## src/rtl/sysreg_pkg.sv

```systemverilog
`timescale 1ns/1ps
package sysreg_pkg;

    localparam int DATA_W = 8;
    localparam int PORT_W = 16;

    // Port map; positions are part of the bus contract
    localparam logic [PORT_W-1:0] P_RSTCTL  = 16'h0092;
    localparam logic [PORT_W-1:0] P_SCRATCH = 16'h0398;
    localparam logic [PORT_W-1:0] P_WIN_LO  = 16'h0800;
    localparam logic [PORT_W-1:0] P_WIN_HI  = 16'h0851;
    localparam logic [PORT_W-1:0] P_CPUID   = 16'h0800;
    localparam logic [PORT_W-1:0] P_FEAT    = 16'h0802;
    localparam logic [PORT_W-1:0] P_BSTAT   = 16'h0803;
    localparam logic [PORT_W-1:0] P_LIGHT   = 16'h0808;
    localparam logic [PORT_W-1:0] P_EQUIP   = 16'h080C;
    localparam logic [PORT_W-1:0] P_LOCK1   = 16'h0810;
    localparam logic [PORT_W-1:0] P_LOCK2   = 16'h0812;
    localparam logic [PORT_W-1:0] P_L2INV   = 16'h0814;
    localparam logic [PORT_W-1:0] P_KEY     = 16'h0818;
    localparam logic [PORT_W-1:0] P_SYSCTL  = 16'h081C;
    localparam logic [PORT_W-1:0] P_L2STAT  = 16'h0823;
    localparam logic [PORT_W-1:0] P_MAPTYP  = 16'h0850;

    // Fixed read bytes
    localparam logic [DATA_W-1:0] V_CPUID  = 8'hEF;
    localparam logic [DATA_W-1:0] V_FEAT   = 8'hAD;
    localparam logic [DATA_W-1:0] V_BSTAT  = 8'hE0;
    localparam logic [DATA_W-1:0] V_EQUIP  = 8'h3C;
    localparam logic [DATA_W-1:0] V_EXTFT  = 8'h39;
    localparam logic [DATA_W-1:0] V_KEY    = 8'h00;
    localparam logic [DATA_W-1:0] V_L2STAT = 8'h03;
    localparam logic [DATA_W-1:0] V_EMPTY  = 8'hFF;

    localparam int SYSCTL_W = 4;

    typedef enum logic [4:0] {
        SEL_NONE,      // outside decoded set
        SEL_RSTCTL,
        SEL_SCRATCH,
        SEL_CPUID,
        SEL_FEAT,
        SEL_BSTAT,
        SEL_LIGHT,
        SEL_EQUIP,
        SEL_LOCK1,
        SEL_LOCK2,
        SEL_L2INV,
        SEL_KEY,
        SEL_SYSCTL,
        SEL_L2STAT,
        SEL_MAPTYP,
        SEL_WIN_EMPTY  // inside window, no content
    } sel_e;

    typedef struct packed {
        logic                soft_rst;
        logic                le_mode;
        logic                light;
        logic                map_nc;
        logic [SYSCTL_W-1:0] sysctl;
    } ctrl_t;

    function automatic sel_e window_sel(input logic [PORT_W-1:0] p);
        case (p)
            P_CPUID:  return SEL_CPUID;
            P_FEAT:   return SEL_FEAT;
            P_BSTAT:  return SEL_BSTAT;
            P_LIGHT:  return SEL_LIGHT;
            P_EQUIP:  return SEL_EQUIP;
            P_LOCK1:  return SEL_LOCK1;
            P_LOCK2:  return SEL_LOCK2;
            P_L2INV:  return SEL_L2INV;
            P_KEY:    return SEL_KEY;
            P_SYSCTL: return SEL_SYSCTL;
            P_L2STAT: return SEL_L2STAT;
            P_MAPTYP: return SEL_MAPTYP;
            default:  return SEL_WIN_EMPTY;
        endcase
    endfunction

endpackage

```

## src/rtl/sysreg_decode.sv

```systemverilog
`timescale 1ns/1ps
module sysreg_decode
    import sysreg_pkg::*;
#(
    parameter int ADDR_W = 16,
    parameter int SCR_N  = 2,
    localparam int SCR_IW = (SCR_N > 1) ? $clog2(SCR_N) : 1
) (
    input  logic [ADDR_W-1:0] addr,
    output sel_e              sel,
    output logic [SCR_IW-1:0] scr_idx
);

    localparam logic [PORT_W-1:0] SCR_END = PORT_W'(int'(P_SCRATCH) + SCR_N);

    logic              hi_ok;
    logic [PORT_W-1:0] lo;
    logic [PORT_W-1:0] scr_off;

    assign lo      = addr[PORT_W-1:0];
    assign scr_off = lo - P_SCRATCH;

    generate
        if (ADDR_W > PORT_W) begin : g_wide
            assign hi_ok = ~|addr[ADDR_W-1:PORT_W];
        end else begin : g_narrow
            assign hi_ok = 1'b1;
        end
    endgenerate

    always_comb begin
        sel     = SEL_NONE;
        scr_idx = '0;
        if (hi_ok) begin
            if (lo == P_RSTCTL) begin
                sel = SEL_RSTCTL;
            end else if (lo >= P_SCRATCH && lo < SCR_END) begin
                sel     = SEL_SCRATCH;
                scr_idx = scr_off[SCR_IW-1:0];
            end else if (lo >= P_WIN_LO && lo <= P_WIN_HI) begin
                sel = window_sel(lo);
            end
        end
    end

endmodule

```

## src/rtl/sysreg_ctrl.sv

```systemverilog
`timescale 1ns/1ps
module sysreg_ctrl
    import sysreg_pkg::*;
#(
    parameter int SCR_N  = 2,
    localparam int SCR_IW = (SCR_N > 1) ? $clog2(SCR_N) : 1
) (
    input  logic                         clk,
    input  logic                         rst,
    input  logic                         wr,
    input  sel_e                         sel,
    input  logic [SCR_IW-1:0]            scr_idx,
    input  logic [DATA_W-1:0]            wdata,
    output ctrl_t                        st,
    output logic [SCR_N-1:0][DATA_W-1:0] scratch,
    output logic                         lock1,
    output logic                         lock2,
    output logic                         err
);

    always_ff @(posedge clk) begin
        if (rst) begin
            st    <= '0;
            lock1 <= 1'b0;
            lock2 <= 1'b0;
            err   <= 1'b0;
        end else begin
            lock1 <= 1'b0;
            lock2 <= 1'b0;
            err   <= 1'b0;
            if (wr) begin
                case (sel)
                    SEL_RSTCTL: begin
                        st.soft_rst <= wdata[0];
                        st.le_mode  <= wdata[1];
                    end
                    SEL_LIGHT:  st.light  <= wdata[0];
                    SEL_SYSCTL: st.sysctl <= wdata[SYSCTL_W-1:0];
                    SEL_MAPTYP: st.map_nc <= wdata[0];
                    SEL_LOCK1:  lock1     <= 1'b1;
                    SEL_LOCK2:  lock2     <= 1'b1;
                    SEL_NONE:   err       <= 1'b1;
                    default: ;
                endcase
            end
        end
    end

    generate
        for (genvar g = 0; g < SCR_N; g++) begin : g_scr
            always_ff @(posedge clk) begin
                if (rst) begin
                    scratch[g] <= '0;
                end else if (wr && sel == SEL_SCRATCH && scr_idx == SCR_IW'(g)) begin
                    scratch[g] <= wdata;
                end
            end
        end
    endgenerate

endmodule

```

## src/rtl/sysreg_rdmux.sv

```systemverilog
`timescale 1ns/1ps
module sysreg_rdmux
    import sysreg_pkg::*;
#(
    parameter int SCR_N  = 2,
    localparam int SCR_IW = (SCR_N > 1) ? $clog2(SCR_N) : 1
) (
    input  logic                         clk,
    input  logic                         rst,
    input  logic                         rd,
    input  sel_e                         sel,
    input  logic [SCR_IW-1:0]            scr_idx,
    input  ctrl_t                        st,
    input  logic [SCR_N-1:0][DATA_W-1:0] scratch,
    output logic [DATA_W-1:0]            rdata,
    output logic                         rvalid
);

    logic [DATA_W-1:0] rd_next;

    always_comb begin
        case (sel)
            SEL_RSTCTL:  rd_next = '0;
            SEL_SCRATCH: rd_next = scratch[scr_idx];
            SEL_CPUID:   rd_next = V_CPUID;
            SEL_FEAT:    rd_next = V_FEAT;
            SEL_BSTAT:   rd_next = V_BSTAT;
            SEL_EQUIP:   rd_next = V_EQUIP;
            SEL_LOCK1:   rd_next = V_EXTFT;
            SEL_KEY:     rd_next = V_KEY;
            SEL_SYSCTL:  rd_next = {{(DATA_W-SYSCTL_W){1'b0}}, st.sysctl};
            SEL_L2STAT:  rd_next = V_L2STAT;
            SEL_MAPTYP:  rd_next = {{(DATA_W-1){1'b0}}, st.map_nc};
            default:     rd_next = V_EMPTY;
        endcase
    end

    always_ff @(posedge clk) begin
        if (rst) begin
            rdata  <= '0;
            rvalid <= 1'b0;
        end else begin
            rvalid <= rd;
            if (rd) begin
                rdata <= rd_next;
            end
        end
    end

endmodule

```

## src/rtl/sysreg_bank.sv

```systemverilog
`timescale 1ns/1ps
module sysreg_bank
    import sysreg_pkg::*;
#(
    parameter int ADDR_W = 16,
    parameter int SCR_N  = 2
) (
    input  logic              clk,
    input  logic              rst,
    input  logic [ADDR_W-1:0] io_addr,
    input  logic              io_wr,
    input  logic              io_rd,
    input  logic [7:0]        io_wdata,
    output logic [7:0]        io_rdata,
    output logic              io_rvalid,
    output logic              soft_reset,
    output logic              little_endian,
    output logic              disk_light,
    output logic              map_noncontig,
    output logic              nvram_lock1,
    output logic              nvram_lock2,
    output logic              wr_err
);

    localparam int SCR_IW = (SCR_N > 1) ? $clog2(SCR_N) : 1;

    sel_e                         sel;
    logic [SCR_IW-1:0]            scr_idx;
    ctrl_t                        st;
    logic [SCR_N-1:0][DATA_W-1:0] scratch;

    sysreg_decode #(.ADDR_W(ADDR_W), .SCR_N(SCR_N)) u_dec (
        .addr    (io_addr),
        .sel     (sel),
        .scr_idx (scr_idx)
    );

    sysreg_ctrl #(.SCR_N(SCR_N)) u_ctrl (
        .clk     (clk),
        .rst     (rst),
        .wr      (io_wr),
        .sel     (sel),
        .scr_idx (scr_idx),
        .wdata   (io_wdata),
        .st      (st),
        .scratch (scratch),
        .lock1   (nvram_lock1),
        .lock2   (nvram_lock2),
        .err     (wr_err)
    );

    sysreg_rdmux #(.SCR_N(SCR_N)) u_rd (
        .clk     (clk),
        .rst     (rst),
        .rd      (io_rd),
        .sel     (sel),
        .scr_idx (scr_idx),
        .st      (st),
        .scratch (scratch),
        .rdata   (io_rdata),
        .rvalid  (io_rvalid)
    );

    assign soft_reset    = st.soft_rst;
    assign little_endian = st.le_mode;
    assign disk_light    = st.light;
    assign map_noncontig = st.map_nc;

endmodule

```

## config.mk

```make
export PLATFORM = sky130hd
export DESIGN_NAME = sysreg_bank
export DESIGN_NICKNAME = d
export VERILOG_FILES = /design/src/rtl/sysreg_pkg.sv /design/src/rtl/sysreg_decode.sv /design/src/rtl/sysreg_ctrl.sv /design/src/rtl/sysreg_rdmux.sv /design/src/rtl/sysreg_bank.sv
export SDC_FILE = /design/constraint.sdc
export NUM_CORES = 1
export LEC_CHECK = 0
export BUFFER_PORTS_ARGS = -buffer_cell sky130_fd_sc_hd__buf_2
export CAP_MARGIN = 20
export CORE_UTILIZATION = 61
export CTS_BUF_LIST = sky130_fd_sc_hd__clkbuf_8
export CTS_CLUSTER_DIAMETER = 120
export DETAILED_ROUTE_END_ITERATION = 10
export PLACE_DENSITY = 0.87
export SYNTH_ARGS = -nofsm -noshare
export SYNTH_HDL_FRONTEND = slang
export SYNTH_SLANG_ARGS = --single-unit
export TNS_END_PERCENT = 10
```

## constraint.sdc

```tcl
create_clock -name clk -period 6.6 [get_ports clk]
set_input_delay 0.66 -clock clk [delete_from_list [all_inputs] [get_ports clk]]
set_output_delay 0.66 -clock clk [all_outputs]
set_load 0.05 [all_outputs]
```

==> results.py, run 1 <==
metrics = {
    "die": {
        "initial_core_util_pct": 63.69,
        "io_pins": 44,
        "dieWidth_um": 61.26,
        "die_h_um": 61.26,
        "rows": 21,
        "dieArea_um2": 3753,
        "coreArea_um2": 3363,
    },
    "logic_synthesis": {
        "synth_seq_cells": 36,
        "synth_cell_types": 53,
        "synth_cells": 256,
        "ys_warn_count": 0,
        "synth-edff-count": 0,
        "synth_area_um2": 2142,
        "yosysSeqAreaShare_pct": 33.64,
        "syn_nets": 284,
        "async_flop_share_pct": 0,
        "avgSynthCellArea_um2": 8.367,
        "synthFlopType": "dfxtp_1",
    },
    "final_layout": {
        "diodes": 0,
        "final_layout_size_suffix_gt1_share_pct": 23.10,
        "most-common-layout-cells": "buf_2, nor2_1, dfxtp_1, mux2i_1, nand2_1",
        "layout_commonest_cell": "buf_2",
        "syn_to_final_growth_pct": 13.55,
        "final_nets": 317,
    },
    "power": {
        "seqPwrFrac_pct": 49.9,
        "p_switching_uw": 122.2,
        "p_leak_uw": 0.0009722,
        "switching_share_pct": 27.32,
        "ir_worst_vdd_mv": 0.1637,
        "combPwrFrac_pct": 14.7,
        "internal_power_uw": 325.1,
        "power_frac_clock_pct": 35.5,
        "power_density_nw_per_um2": 183.9,
    },
    "clocking": {
        "htreeDepth": 2,
        "numCtsBuffers": 5,
        "cts_setup_buffers": 0,
        "clock_sinks": 36,
        "clk_pin_slew_ns": 0.07,
        "ctsResizeCount": 0,
        "clk_latency_ns": 0.29,
        "cts_max_path_buffers": 2,
        "cts_tree": "done",
        "hold_buffers": 0,
        "cts_root_buf": "clkbuf_8",
    },
    "routing": {
        "antenna_left": 0,
        "initialDrtViolationCount": 188,
        "wire_per_inst_um": 14.62,
        "firstDrtPassIters": 7,
        "drc_errors": 2,
        "vias": 2014,
        "wl_mm": 4.911,
        "vias_per_cell": 5.994,
    },
    "setup_path": {
        "critPathLaunchType": "input pin",
        "max_stage_delay_ns": 0.55,
        "crit_type": "in2reg",
        "critPathCaptureType": "flop",
        "cp_max_fo": 8,
        "cpMaxStageDelayCell": "or4_4",
        "worst_ep_required_time_ns": 6.76,
        "path_buf_inv": 1,
        "arrival_ns": 3.13,
        "crit_chain": "buf_2 -> or4_4 -> nor3_2 -> and2_0 -> a311o_1 -> nand3_2 -> mux2i_1 -> nor2_1",
        "cp_top_family": "simple AND/OR/NAND/NOR gates",
    },
    "global_route": {
        "grt_pass1_vias": 1747,
        "antenna_found_initial": 0,
        "grt_start_max_net_pins": 36,
        "grt_usage_pct": 28.91,
        "grt-ovfl-total": 0,
        "grt_pass1_wl_mm": 7.935,
    },
    "place": {
        "place_congestion": 0.9494,
        "numPortBuffers": 43,
        "place_hpwl_mm": 3.705,
    },
    "sta": {
        "period_share_pct": 44.97,
        "max_slew_margin_pct": 59.58,
        "min_period_ns": 2.968,
        "rsz0062_at_grt": "false",
        "whs_ns": 0.4618,
        "worstMarginPinSlew_ns": 0.6063,
        "final.setup_skew_ns": 0.003337,
        "finalSetupViolations": 0,
        "slew_violations": 0,
        "fmax_mhz": 336.9,
        "hold_violations": 0,
        "tns_ns": 0,
    },
    "min_path": {
        "hold_class": "reg2reg",
    },
    "status": {
        "status": "finished with violations",
        "violations": "design-rule violations",
    },
    "flow_run": {
        "maxCapViolations": 0,
    },
}
-- flip-flops by register name, summed over array words and instances (netlist names) --
| register | count |
|---|---|
| u_ctrl.lock2 | 1 |
| u_ctrl.lock1 | 1 |
| u_rd.rdata | 8 |
| u_ctrl.scratch | 16 |
| u_rd.rvalid | 1 |
| u_ctrl.st | 8 |
| u_ctrl.err | 1 |
-- final timing paths --
check | startpoint | end | slack (ns) | cells past startpoint
max | io_addr[12] | u_ctrl.scratch[5] | 3.63 | 8
min | u_ctrl.st[3] | u_ctrl.st[3] | 0.46 | 2
max reg2reg | u_ctrl.st[4] | u_rd.rdata[0] | 5.40 | 5
min reg2reg | u_ctrl.st[3] | u_ctrl.st[3] | 0.46 | 2
-- cell families (layout without fill, tap and decap cells) --
logic type / after synthesis / count (layout) / share of synthesized area (%)
AOI/OAI and AO/OA: 44 / 44 / 15.71
xor gates and xnor gates: 2 / 2 / 0.8179
buffers and inverters: 18 / 52 / 3.680
DFF: 36 / 36 / 33.64
muxes: 30 / 30 / 14.02
and+or+nand+nor: 126 / 126 / 32.13
-- worst register-to-register path, stage by stage, from the launching register on --
cell and delay (ns):
dfxtp_1 0.36, inv_1 0.06, nor3_1 0.18, nand2_1 0.09, and3b_1 0.20, a211oi_1 0.23
-- power by group through the flow --
| stage | Clock (µW) | Combinational, µW | Sequential [µW] |
|---|---|---|---|
| 2_1_floorplan | 0 | 31.1 | 243 |
| 3_3_place_gp | 0 | 64.2 | 228 |
| 3_5_place_dp | 0 | 64.9 | 228 |
| 4_1_cts | 161 | 65.1 | 223 |
| 5_1_grt | 171 | 71.6 | 224 |
| 6_report | 159 | 65.6 | 223 |
-- cell type report --
class,instances,area (µm²)
Clock buffer,6,82.58
Clock inverter,2,10.01
Fill cell,301,930.9
Inverter,1,3.754
Multi-Input combinational cell,202,1343
Sequential cell,36,720.7
Tap cell,46,57.56
Timing Repair Buffer,43,215.2
-- Yosys cell counts (all sizes together), types with 2 or more instances --
cell / instances / area [µm²]
nand3: 12 / 70.07
a211oi: 10 / 85.08
and2: 2 / 12.52
buf: 8 / 40.04
o311a: 2 / 20.02
or3b: 5 / 43.80
or3: 2 / 12.51
nor2b: 3 / 18.77
mux2i: 30 / 300.3
nor3: 17 / 111.4
nand4: 4 / 25.02
nor4: 4 / 25.02
nor3b: 3 / 22.52
a21oi: 9 / 45.04
nor2: 41 / 153.9
nor4b: 2 / 17.52
o41ai: 2 / 17.52
xnor2: 2 / 17.52
and3: 3 / 18.77
clkbuf: 9 / 35.03
nand3b: 2 / 15.01
dfxtp: 36 / 720.7
or4: 5 / 41.29
nand2: 16 / 60.06
o21ai: 10 / 50.04
-- metal layers --
metal	share of wire [%]	vias up	GRT usage [%]	wire [µm]
li1	-	1009	-	-
met1	46	922	40.62	2236
met2	46	74	43.48	2257
met3	6.9	9	6.933	341
met4	1.5	0	9.416	76
met5	0	-	0	0
-- stage by stage --
step | power [µW] | util (%) | instances | cell area (µm²) | setup WS, ns
2_1_floorplan | 273.8 | - | 256 | 2142 | 3.767
3_3_place_gp | 292.1 | 69.57 | 328 | 2340 | 3.414
3_5_place_dp | 293.0 | 69.57 | 328 | 2340 | 3.368
4_1_cts | 449.4 | 72.32 | 336 | 2432 | 3.662
5_1_grt | 465.8 | 72.32 | 336 | 2432 | 3.424
6_report | 447.3 | 72.32 | 336 | 2432 | 3.632
Note: power is estimated with default switching activity, not from simulation.
==> run 2: changes to the inputs <==
- ABC_AREA: unset -> 1
- CORE_UTILIZATION: 61 -> 58
- PLACE_DENSITY: 0.87 -> 0.83
- clock period: 6.6 -> 3 ns (I/O delays scaled with it)
==> results.py, run 2 <==
metrics = {
    "status": {
        "status": "finished, final reports clean",
    },
    "logic_synthesis": {
        "synth_common_cells": "nand2_1, nor2_1, inv_1, dfxtp_1, a21oi_1",
        "synth_area_um2": 2435,
        "synthFlopType": "dfxtp_1",
        "synth_seq_cells": 36,
        "yosysTopAreaCellShare_pct": 29.60,
        "avgSynthCellArea_um2": 6.510,
        "yosysTopAreaCell": "dfxtp_1",
        "synth-edff-count": 0,
        "yosysMostFrequentCell": "nand2_1",
        "ys_warn_count": 0,
        "synth_top_cells_by_area": "dfxtp_1, nand2_1, a21oi_1, nor2_1, inv_1",
        "syn_nets": 402,
        "synth_cell_types": 33,
        "synth_cells": 374,
        "async_flop_share_pct": 0,
        "yosysSeqAreaShare_pct": 29.60,
    },
    "final_layout": {
        "reg_top3": "u_ctrl.scratch x16, u_ctrl.st x8, u_rd.rdata x8",
        "most-common-layout-cells": "nand2_1, nor2_1, inv_1, buf_2, dfxtp_1",
        "largest_reg_flops": 16,
        "syn_to_final_growth_pct": 12.23,
        "layout_commonest_cell": "nand2_1",
        "diodes": 0,
        "top_register": "u_ctrl.scratch",
        "final_nets": 443,
        "final_layout_size_suffix_gt1_share_pct": 23.37,
    },
    "die": {
        "io_pins": 44,
        "coreArea_um2": 4029,
        "rows": 23,
        "die_h_um": 66.79,
        "dieArea_um2": 4461,
        "initial_core_util_pct": 60.43,
        "dieWidth_um": 66.79,
    },
    "sta": {
        "hold_violations": 0,
        "tns_ns": 0,
        "max_slew_margin_pct": 69.60,
        "worstMarginPinSlew_ns": 0.4554,
        "period_share_pct": 55.97,
        "slew_violations": 0,
        "finalSetupViolations": 0,
        "min_period_ns": 1.679,
        "fmax_mhz": 595.6,
        "final.setup_skew_ns": 0.003147,
        "rsz0062_at_grt": "false",
        "whs_ns": 0.2703,
    },
    "clocking": {
        "cts_setup_buffers": 0,
        "clock_sinks": 36,
        "clk_pin_slew_ns": 0.07,
        "cts_root_buf": "clkbuf_8",
        "htreeDepth": 2,
        "ctsResizeCount": 0,
        "clk_latency_ns": 0.29,
        "hold_buffers": 0,
        "numCtsBuffers": 5,
        "cts_tree": "done",
        "cts_max_path_buffers": 2,
    },
    "setup_path": {
        "cpMaxStageDelayCell": "nand3_2",
        "path_buf_inv": 1,
        "critPathCaptureType": "flop",
        "critPathLaunchType": "input pin",
        "cp_max_fo": 16,
        "cp_top_family": "simple AND/OR/NAND/NOR gates",
        "crit_chain": "buf_2 -> nor2_2 -> nand3_1 -> nor2_4 -> nand4_1 -> nor3b_2 -> nand3_2 -> o21ai_0 -> a21oi_1",
        "crit_type": "in2reg",
        "max_stage_delay_ns": 0.30,
        "worst_ep_required_time_ns": 3.17,
        "arrival_ns": 1.85,
    },
    "power": {
        "combPwrFrac_pct": 15.9,
        "internal_power_uw": 681.9,
        "p_leak_uw": 0.001276,
        "switching_share_pct": 29.20,
        "power_frac_clock_pct": 33.3,
        "ir_worst_vdd_mv": 0.3162,
        "seqPwrFrac_pct": 50.8,
        "p_switching_uw": 281.3,
        "power_density_nw_per_um2": 352.5,
    },
    "routing": {
        "drc_errors": 0,
        "vias_per_cell": 5.361,
        "wl_mm": 5.680,
        "vias": 2493,
        "wire_per_inst_um": 12.22,
        "antenna_left": 0,
        "firstDrtPassIters": 5,
        "initialDrtViolationCount": 212,
    },
    "global_route": {
        "grt_usage_pct": 29.52,
        "grt_start_max_net_pins": 20,
        "grt-ovfl-total": 0,
        "antenna_found_initial": 0,
        "grt_pass1_vias": 2255,
        "grt_pass1_wl_mm": 9.915,
    },
    "min_path": {
        "hold_class": "in2reg",
    },
    "place": {
        "place_hpwl_mm": 4.400,
        "place_congestion": 0.9491,
        "numPortBuffers": 43,
    },
    "flow_run": {
        "maxCapViolations": 0,
    },
}
-- run 2: cell count changes after synthesis, moves of 9 or more --
cell     before  now
o21ai_0       9   20
inv_1         1   42
nand3_1      10   28
nand2_1      16   86
a21oi_1       9   34
mux2i_1      30    0
nor3_1       13    4
-- run 2: per-stage QoR --
step | cell area, µm² | util [%] | setup WS (ns) | std cells | power, µW
floorplan | 2435 | - | 1.419 | 374 | 599.6
global placement | 2655 | 65.90 | 1.062 | 458 | 650.0
detailed placement | 2655 | 65.90 | 1.006 | 458 | 652.5
CTS | 2733 | 67.83 | 1.320 | 465 | 969.5
global route | 2733 | 67.83 | 1.135 | 465 | 1004
finish | 2733 | 67.83 | 1.321 | 465 | 963.2
-- run 2: logic make-up (layout without fill, tap and decap cells) --
kind of cell / after synthesis / in the layout / share of synthesized area [%]
simple gates: 211 / 211 / 44.71
buf+inv: 58 / 99 / 9.917
compound gates: 69 / 69 / 15.78
flops: 36 / 36 / 29.60
-- run 2: layout make-up --
type | instances | area [µm²]
multi-input combinational | 280 | 1473
fill | 384 | 1296
timing repair buffer | 43 | 215.2
clock inverter | 2 | 8.758
tap | 50 | 62.56
clock buffer | 5 | 68.82
sequential | 36 | 720.7
inverter | 49 | 183.9
-- run 2: worst register-to-register path: cells and delay by family, from the launching register on --
family                 cells  cell delay, ns
and+or+nand+nor            6            0.46
AOI/OAI and AO/OA          1            0.05
buffers and inverters      1            0.06
DFF                        1            0.31
-- run 2: power by group through the flow --
stage                     clock network [µW]  logic [µW]  registers [µW]
after floorplan                            0        69.2             530
after global placement                     0         150             500
after detailed placement                   0         152             500
final                                    321         153             490
after global routing                     345         168             490
after CTS                                328         152             490
-- run 2: per-layer routing --
metal / vias up / global-route usage, % / part of all wire (%)
met5: - / 0 / 0
met4: 0 / 5.319 / 0.74
met3: 6 / 7.877 / 6.1
met2: 82 / 47.98 / 47
met1: 1106 / 39.11 / 47
li1: 1299 / - / -
-- run 2: final timing paths --
kind,start,end,slack [ns],depth (start not counted)
max,io_addr[11],u_ctrl.scratch[10],1.32,9
min,io_wdata[6],u_ctrl.scratch[14],0.27,3
max reg2reg,u_ctrl.scratch[15],u_rd.rdata[7],1.99,8
min reg2reg,u_ctrl.scratch[1],u_ctrl.scratch[1],0.45,2
